===== src/rtl/gpio_irq_pkg.sv =====
package gpio_irq_pkg;
  localparam int unsigned REG_AW = 8;

  typedef enum logic [1:0] {
    TRIG_LOW  = 2'd0,
    TRIG_HIGH = 2'd1,
    TRIG_RISE = 2'd2,
    TRIG_FALL = 2'd3
  } trig_e;

  localparam logic [REG_AW-1:0] OFS_DOUT   = 8'h00;
  localparam logic [REG_AW-1:0] OFS_DIR    = 8'h04;
  localparam logic [REG_AW-1:0] OFS_PAD    = 8'h08;
  localparam logic [REG_AW-1:0] OFS_CFG_LO = 8'h0C;
  localparam logic [REG_AW-1:0] OFS_CFG_HI = 8'h10;
  localparam logic [REG_AW-1:0] OFS_MASK   = 8'h14;
  localparam logic [REG_AW-1:0] OFS_STAT   = 8'h18;
  localparam logic [REG_AW-1:0] OFS_BOTH   = 8'h1C;
endpackage


===== src/rtl/gpio_sync.sv =====
module gpio_sync #(
  parameter int unsigned W      = 32,
  parameter int unsigned STAGES = 2
) (
  input  logic         clk_i,
  input  logic         rst_ni,
  input  logic [W-1:0] d_i,
  output logic [W-1:0] q_o
);
  logic [W-1:0] stage_q [STAGES];

  always_ff @(posedge clk_i or negedge rst_ni) begin
    if (!rst_ni) begin
      for (int s = 0; s < STAGES; s++) stage_q[s] <= '0;
    end else begin
      stage_q[0] <= d_i;
      for (int s = 1; s < STAGES; s++) stage_q[s] <= stage_q[s-1];
    end
  end

  assign q_o = stage_q[STAGES-1];
endmodule


===== src/rtl/gpio_pin_det.sv =====
module gpio_pin_det
  import gpio_irq_pkg::*;
(
  input  logic  clk_i,
  input  logic  rst_ni,
  input  logic  lvl_i,
  input  trig_e trig_i,
  input  logic  both_i,
  output logic  det_o
);
  logic prev_q;
  logic rise, fall;

  always_ff @(posedge clk_i or negedge rst_ni) begin
    if (!rst_ni) prev_q <= 1'b0;
    else         prev_q <= lvl_i;
  end

  assign rise = lvl_i & ~prev_q;
  assign fall = ~lvl_i & prev_q;

  always_comb begin
    if (both_i) det_o = rise | fall;
    else begin
      unique case (trig_i)
        TRIG_LOW:  det_o = ~lvl_i;
        TRIG_HIGH: det_o = lvl_i;
        TRIG_RISE: det_o = rise;
        TRIG_FALL: det_o = fall;
        default:   det_o = 1'b0;
      endcase
    end
  end

  AST_RISE_DETECT: assert property (@(posedge clk_i) disable iff (!rst_ni)
    (!both_i && trig_i == TRIG_RISE && $rose(lvl_i)) |-> det_o);
  AST_FALL_DETECT: assert property (@(posedge clk_i) disable iff (!rst_ni)
    (!both_i && trig_i == TRIG_FALL && $fell(lvl_i)) |-> det_o);
  AST_BOTH_EDGES: assert property (@(posedge clk_i) disable iff (!rst_ni)
    (both_i && !$stable(lvl_i)) |-> det_o);
  AST_BOTH_QUIET: assert property (@(posedge clk_i) disable iff (!rst_ni)
    (both_i && $stable(lvl_i)) |-> !det_o);
endmodule


===== src/rtl/gpio_irq_stat.sv =====
module gpio_irq_stat #(
  parameter int unsigned W = 32,
  localparam int unsigned HALF = W / 2
) (
  input  logic         clk_i,
  input  logic         rst_ni,
  input  logic [W-1:0] det_i,
  input  logic [W-1:0] clr_i,
  input  logic [W-1:0] mask_i,
  output logic [W-1:0] stat_o,
  output logic         irq_lo_o,
  output logic         irq_hi_o
);
  logic [W-1:0] stat_q;
  logic [W-1:0] pend;

  // detection wins over a same-cycle clear
  always_ff @(posedge clk_i or negedge rst_ni) begin
    if (!rst_ni) stat_q <= '0;
    else         stat_q <= (stat_q & ~clr_i) | det_i;
  end

  assign pend     = stat_q & mask_i;
  assign irq_lo_o = |pend[HALF-1:0];
  assign irq_hi_o = |pend[W-1:HALF];
  assign stat_o   = stat_q;

  AST_W1C_CLEARS: assert property (@(posedge clk_i) disable iff (!rst_ni)
    1'b1 |=> ((stat_q & $past(clr_i) & ~$past(det_i)) == '0));
  AST_STICKY: assert property (@(posedge clk_i) disable iff (!rst_ni)
    1'b1 |=> ((~stat_q & $past(stat_q) & ~$past(clr_i)) == '0));
  AST_DET_WINS: assert property (@(posedge clk_i) disable iff (!rst_ni)
    1'b1 |=> ((~stat_q & $past(det_i)) == '0));
  AST_IRQ_MASKED: assert property (@(posedge clk_i) disable iff (!rst_ni)
    (mask_i == '0) |-> (!irq_lo_o && !irq_hi_o));
endmodule


===== src/rtl/gpio_irq_port.sv =====
module gpio_irq_port
  import gpio_irq_pkg::*;
#(
  parameter int unsigned DW = 32,
  parameter int unsigned AW = REG_AW,
  localparam int unsigned HALF = DW / 2
) (
  input  logic          clk_i,
  input  logic          rst_ni,
  input  logic [AW-1:0] addr_i,
  input  logic          we_i,
  input  logic [DW-1:0] wdata_i,
  output logic [DW-1:0] rdata_o,
  input  logic [DW-1:0] pad_i,
  output logic [DW-1:0] pad_o,
  output logic [DW-1:0] pad_oe_o,
  output logic          irq_lo_o,
  output logic          irq_hi_o
);
  logic [DW-1:0] dout_q, dir_q, cfg_lo_q, cfg_hi_q, mask_q, both_q;
  logic [DW-1:0] pad_s, det, stat, clr;
  logic sel_dout, sel_dir, sel_cfg_lo, sel_cfg_hi, sel_mask, sel_stat, sel_both;

  assign sel_dout   = addr_i == AW'(OFS_DOUT);
  assign sel_dir    = addr_i == AW'(OFS_DIR);
  assign sel_cfg_lo = addr_i == AW'(OFS_CFG_LO);
  assign sel_cfg_hi = addr_i == AW'(OFS_CFG_HI);
  assign sel_mask   = addr_i == AW'(OFS_MASK);
  assign sel_stat   = addr_i == AW'(OFS_STAT);
  assign sel_both   = addr_i == AW'(OFS_BOTH);

  always_ff @(posedge clk_i or negedge rst_ni) begin
    if (!rst_ni) begin
      dout_q   <= '0;
      dir_q    <= '0;
      cfg_lo_q <= '0;
      cfg_hi_q <= '0;
      mask_q   <= '0;
      both_q   <= '0;
    end else if (we_i) begin
      if (sel_dout)   dout_q   <= wdata_i;
      if (sel_dir)    dir_q    <= wdata_i;
      if (sel_cfg_lo) cfg_lo_q <= wdata_i;
      if (sel_cfg_hi) cfg_hi_q <= wdata_i;
      if (sel_mask)   mask_q   <= wdata_i;
      if (sel_both)   both_q   <= wdata_i;
    end
  end

  assign clr = (we_i && sel_stat) ? wdata_i : '0;

  always_comb begin
    rdata_o = '0;
    unique case (1'b1)
      sel_dout:                    rdata_o = dout_q;
      sel_dir:                     rdata_o = dir_q;
      addr_i == AW'(OFS_PAD):      rdata_o = pad_s;
      sel_cfg_lo:                  rdata_o = cfg_lo_q;
      sel_cfg_hi:                  rdata_o = cfg_hi_q;
      sel_mask:                    rdata_o = mask_q;
      sel_stat:                    rdata_o = stat;
      sel_both:                    rdata_o = both_q;
      default:                     rdata_o = '0;
    endcase
  end

  assign pad_o    = dout_q;
  assign pad_oe_o = dir_q;

  gpio_sync #(.W(DW), .STAGES(2)) i_sync (
    .clk_i (clk_i),
    .rst_ni(rst_ni),
    .d_i   (pad_i),
    .q_o   (pad_s)
  );

  for (genvar n = 0; n < DW; n++) begin : g_pin
    logic [1:0] fld;
    if (n < HALF) begin : g_lo
      assign fld = cfg_lo_q[2*n +: 2];
    end else begin : g_hi
      assign fld = cfg_hi_q[2*(n-HALF) +: 2];
    end
    gpio_pin_det i_det (
      .clk_i (clk_i),
      .rst_ni(rst_ni),
      .lvl_i (pad_s[n]),
      .trig_i(trig_e'(fld)),
      .both_i(both_q[n]),
      .det_o (det[n])
    );
  end

  gpio_irq_stat #(.W(DW)) i_stat (
    .clk_i   (clk_i),
    .rst_ni  (rst_ni),
    .det_i   (det),
    .clr_i   (clr),
    .mask_i  (mask_q),
    .stat_o  (stat),
    .irq_lo_o(irq_lo_o),
    .irq_hi_o(irq_hi_o)
  );

  AST_DOUT_HOLD: assert property (@(posedge clk_i) disable iff (!rst_ni)
    !(we_i && sel_dout) |=> $stable(pad_o));
  AST_DIR_HOLD: assert property (@(posedge clk_i) disable iff (!rst_ni)
    !(we_i && sel_dir) |=> $stable(pad_oe_o));
endmodule


===== config.mk =====
export PLATFORM = sky130hd
export DESIGN_NAME = gpio_irq_port
export DESIGN_NICKNAME = d
export VERILOG_FILES = /design/src/rtl/gpio_irq_pkg.sv /design/src/rtl/gpio_sync.sv /design/src/rtl/gpio_pin_det.sv /design/src/rtl/gpio_irq_stat.sv /design/src/rtl/gpio_irq_port.sv
export SDC_FILE = /design/constraint.sdc
export NUM_CORES = 1
export LEC_CHECK = 0
export BUFFER_PORTS_ARGS = -buffer_cell sky130_fd_sc_hd__clkbuf_2
export CAP_MARGIN = 10
export CORE_ASPECT_RATIO = 0.9
export CORE_MARGIN = 3
export CORE_UTILIZATION = 53
export CTS_CLUSTER_DIAMETER = 60
export DETAILED_ROUTE_END_ITERATION = 8
export PLACE_DENSITY = 0.73
export SYNTH_ARGS = -nofsm -noshare
export SYNTH_HDL_FRONTEND = slang
export SYNTH_SLANG_ARGS = --single-unit
export TNS_END_PERCENT = 100

===== constraint.sdc =====
create_clock -name clk_i -period 1.5 [get_ports clk_i]
set_input_delay 0.075 -clock clk_i [delete_from_list [all_inputs] [get_ports clk_i]]
set_output_delay 0.075 -clock clk_i [all_outputs]
set_load 0.01 [all_outputs]

# Yosys cells after proc, flatten, opt, wreduce, memory -nomap -nowiden
# Index checks and enable logic that the tools add are counted.
# W data, S select, Z words.
# classes
n_bitwise	164
n_mux	66
reduce_logical	42
n_eq_ne	103
# op_table
cell	n
$pmux W32 S8	1
$eq A2 B2 Y1 const B	64
$pmux W1 S4	32
$and A1 B1 Y1	64
$and A32 B32 Y32	2
$eq A2 B1 Y1 const B	32
$logic_not A2 Y1	32
$not A1 Y1	64
$eq A8 B5 Y1 const B	4
$mux W1	32
$mux W32	1
$not A32 Y32	1
$or A1 B1 Y1	32
$or A32 B32 Y32	1
$reduce_or A16 Y1	2
$eq A8 B4 Y1 const B	2
$reduce_and A2 Y1	6
$eq A8 B3 Y1 const B	1
$logic_not A8 Y1	1
$logic_and A1 B1 Y1	1
# word_totals
in_bits	75
regBits	320
out_inout_bits	98

# Depth between registers and ports, before layout
# logic_depth
word_depth	6
ltp_mapped	7
ltp_nobuf	6

# Cells and area by module
# From an unflattened synthesis, not the netlist that was laid out.
# hier_totals
hier_cells	1255
hier_area_um2	15727.6
# by_module_without_submodules
mod	instances	cells_each	seq_area_each_um2	area_each_um2
gpio_irq_port	1	693	4804.6	9238.9
gpio_pin_det	32	11	25.0	102.6
gpio_sync	1	96	1601.5	1841.8
gpio_irq_stat	1	114	800.8	1363.8

# Worst setup path after synthesis
# Ideal clock, no wire load.
# synth_path
path_kind	input to register
startpoint	input addr_i[5]
endpoint	register cfg_lo_q[10]
slack_ps	13
t_arrival_ps	1362
stages	6
path_buffers	2
required_ps	1375
path_cell_list	nor3_4 > nand2_1 > or3_1 > buf_2 > buf_6 > mux2_4
# synth_via
elab_chain_cells	2
# synth_lines
item	line	source
start: declaration	gpio_irq_port.sv:10	input logic [AW-1:0] addr_i,
$eq A8 B4 Y1	gpio_irq_port.sv:26	assign sel_cfg_lo = addr_i == AW'(OFS_CFG_LO);
$reduce_and A2 Y1 (no line)	n/a	
end signal: assignment	gpio_irq_port.sv:43	if (sel_cfg_lo) cfg_lo_q <= wdata_i;
end: declaration	gpio_irq_port.sv:20	logic [DW-1:0] dout_q, dir_q, cfg_lo_q, cfg_hi_q, mask_q, both_q;
# Every way passes these cells.
# A chain may end at the register's enable or synchronous reset.

# Worst setup path after layout
# layout_path
startpoint	register mask_q[11]
endpoint	output irq_lo_o
# layout_via
elab_chain_cells	2
# layout_lines
item	line	source
start: declaration	gpio_irq_port.sv:20	
start signal: assignment	gpio_irq_port.sv:45	if (sel_mask) mask_q <= wdata_i;
$and A32 B32 Y32	gpio_irq_stat.sv:23	assign pend = stat_q & mask_i;
$reduce_or A16 Y1	gpio_irq_stat.sv:24	assign irq_lo_o = |pend[HALF-1:0];
end: declaration	gpio_irq_port.sv:17	output logic irq_lo_o,
# Every way passes these cells.

==> impl_metrics.tcl <==
set metrics [dict create \
    die-area_sq_mm 0.03020 \
    layout-drive-gt1-share_pct 29.71 \
    cpLargestDelayFamily "compound AO/OA/AOI/OAI gates" \
    antenna_cells 0 \
    syn_inst 1328 \
    internal_power_uw 15270 \
    drt-pass1-iter-count 5 \
    comb_power_share_pct 11.1 \
    cts-root-buf "clkbuf_16" \
    min_path_type "input port to asynchronous set/reset pin" \
    fin_crit_sh_pct 129.7 \
    final_cell_mix "313 x dfrtp_1, 194 x nand2_1, 188 x o21ai_0" \
    rows 57 \
    via_per_inst 5.775 \
    portBuffers 172 \
    antenna_found_initial 0 \
    htree_levels 2 \
    clock_path_buffers 3 \
    crit_start "mask_q[11]" \
    required_ns 1.42 \
    slew_violations 0 \
    p_sw_uw 4959 \
    dp_hpwl_mm 29.39 \
    synthDistinctLibCells 35 \
    p_leak_uw 0.009581 \
    max-slew-margin-rel_pct 74.61 \
    pwr-share-clk_pct 42.7 \
    async_flop_share_pct 100.0 \
    vias 12130 \
    gr-usage-all-layers_pct 28.93 \
    clock_latency_ns 0.53 \
    ys_ff_latch 320 \
    synth_mux_area_share_pct 14.42 \
    outcome "finished, violations left" \
    fin_crit_ns 1.945 \
    wl_per_cell_um 20.99 \
    synthToLayoutAreaGrowth_pct 31.29 \
    power.share.sequential_pct 46.2 \
    die_w_um 182.8 \
    path_clk_slew_ns 0.06 \
    grt_max_degree 66 \
    rsz0062_at_grt "yes" \
    path_cells "a22o_1 > a221oi_2 > buf_4 > nand4_1 > clkbuf_2" \
    end_kind "output port" \
    critPathSlowestCell "dfrtp_1" \
    coreArea_sq_mm 0.02731 \
    synth_compound_area_share_pct 14.10 \
    io_pins 173 \
    drt_iter0_drc 1089 \
    wl_mm 44.10 \
    yosys_most_used_dff "dfrtp_1" \
    start_util_pct 54.61 \
    cts_tree "yes" \
    syn_nets 1467 \
    numCtsBuffers 35 \
    cp.arrival_ns 1.87 \
    synth_warnings 0 \
    final.setup.tns_ns -11.43 \
    synthSimpleGateAreaFrac_pct 6.115 \
    avgSynthCellArea_sq_um 11.23 \
    setup_viol 34 \
    synthAdderAreaFrac_pct 5.368 \
    yosysSeqAreaShare_pct 53.68 \
    worst_setup_path_start_kind "flop" \
    cts_sinks 320 \
    path_buf_inv 2 \
    crit_path_max_incr_delay_ns 0.42 \
    worstMarginPinSlew_ns 0.3808 \
    fmax_mhz 514.1 \
    synth_top_family_by_area "multiplexers" \
    synth-edff-count 0 \
    r2r_start "i_sync.q_o[15]" \
    syn_area_sq_mm 0.01492 \
    grt_pass1_vias 12200 \
    path_max_fanout 2 \
    maxCapViolations 0 \
    grt-ovfl-total 0 \
    fin_nets 1862 \
    worstSetupPathType "flop to output port" \
    violations "negative setup slack" \
    gp_congestion 0.8915 \
    power.total_uw 20230 \
    ir_drop_v 0.0008609 \
    final_common_cell "dfrtp_1" \
    synth-xor-area-share_pct 1.879 \
    hold_viol 0 \
    skew_ns 0.02202 \
    setup_ws_ns -0.4450 \
    p_per_area_mw_per_mm2 1033 \
    switching_share_pct 24.52 \
    drcViolationCount 0 \
    grt_pass1_wl_mm 68.31 \
    drtAntennaViolNets 0 \
    die_y_um 165.2 \
]
cells by family (layout without fill, tap and decap cells):
| kind of cell | count (synthesis) | count (layout) |
|---|---|---|
| compound gates | 331 | 331 |
| fa+ha+maj | 64 | 64 |
| simple gates | 223 | 223 |
| flops | 320 | 320 |
| xor+xnor | 32 | 32 |
| mux | 193 | 193 |
| buf+inv | 165 | 584 |
cell usage after synthesis (32+ instances only):
library cell | number | area [sq um]
ha_1 | 64 | 800.8
xor2_1 | 32 | 280.3
clkbuf_1 | 48 | 180.2
dfrtp_1 | 320 | 8008
inv_1 | 96 | 360.4
mux2i_1 | 126 | 1261
nand2_1 | 194 | 728.2
a22oi_1 | 32 | 240.2
o21ai_0 | 188 | 940.9
mux2_2 | 32 | 360.4
state kept, by name, indices dropped and copies added (netlist names):
name and cells:
both_q 32, cfg_hi_q 32, cfg_lo_q 32, g_pin.i_det.prev_q 32
i_stat.stat_o 32, i_sync.q_o 32, i_sync.stage_q 32, mask_q 32
pad_o 32, pad_oe_o 32
path summary, 6_finish.rpt:
check / to / slack (ns) / cells after the start
setup / recovery: irq_lo_o / -0.45 / 5
hold reg to reg: i_sync.q_o[8] / 0.34 / 0
min in group clk_i: i_sync.stage_q[44] / 0.19 / 2
hold / removal: i_stat.stat_o[26] / 0.05 / 2
setup reg to reg: i_stat.stat_o[15] / 0.10 / 6
max in group asynchronous: i_sync.q_o[25] / 0.74 / 3
power groups by stage:
| stage | logic [uW] | registers, uW | clock network [uW] |
|---|---|---|---|
| final | 2240 | 9350 | 8640 |
| after global routing | 2450 | 9390 | 9130 |
| after CTS | 2160 | 9330 | 8740 |
| after detailed placement | 1780 | 9540 | 0 |
| after global placement | 1720 | 9520 | 0 |
| after floorplan | 865 | 9470 | 0 |
routing by layer:
layer	track usage, %	share of wire [%]	vias to the layer above	wire length (um)
met2	46.76	47	583	20830
met4	9.962	2.9	0	1295
met5	0	0	-	0
met1	40.06	42	5993	18600
li1	-	-	5454	-
met3	4.950	7.7	103	3376
per-stage QoR:
step                cells  setup slack [ns]  utilization, %  instance area [sq um]  hold WS [ns]
global placement     1871           -0.1916           61.76                  16870      0.001847
detailed placement   1871           -0.2269           61.76                  16870     0.0002029
global route         2101           -0.5031           71.70                  19590       0.08098
CTS                  2080           -0.4303           70.88                  19360       0.05705
finish               2101           -0.4450           71.70                  19590       0.05136
floorplan            1328           0.01284               -                  14920       -0.2206
worst reg2reg max path, delay by kind of cell, from the launching register on:
kind | cells | cell delay, ns
AOI/OAI and AO/OA | 1 | 0.23
buffers and inverters | 1 | 0.08
adders and majority gates | 1 | 0.18
and+or+nand+nor | 1 | 0.10
muxes | 2 | 0.23
DFF | 1 | 0.45
what timing repair did:
action / 4_1_cts / 5_1_grt
gates resized for setup: 18 / 18
setup endpoints to repair: 34 / 34
buffers inserted: 83 / 21
pin swaps: 23 / 2
hold endpoints to repair: 535 / 0
hold buffers: 65 / 0
final cells by class:
type | count | area (sq um)
multi-input combinational | 843 | 6402
timing repair buffer | 427 | 3213
inverter | 96 | 360.3
fill | 1889 | 7730
tap | 354 | 442.9
clock inverter | 12 | 150.1
sequential | 320 | 8016
clock buffer | 49 | 999.7
No activity file was read; power rests on OpenSTA's default activity.
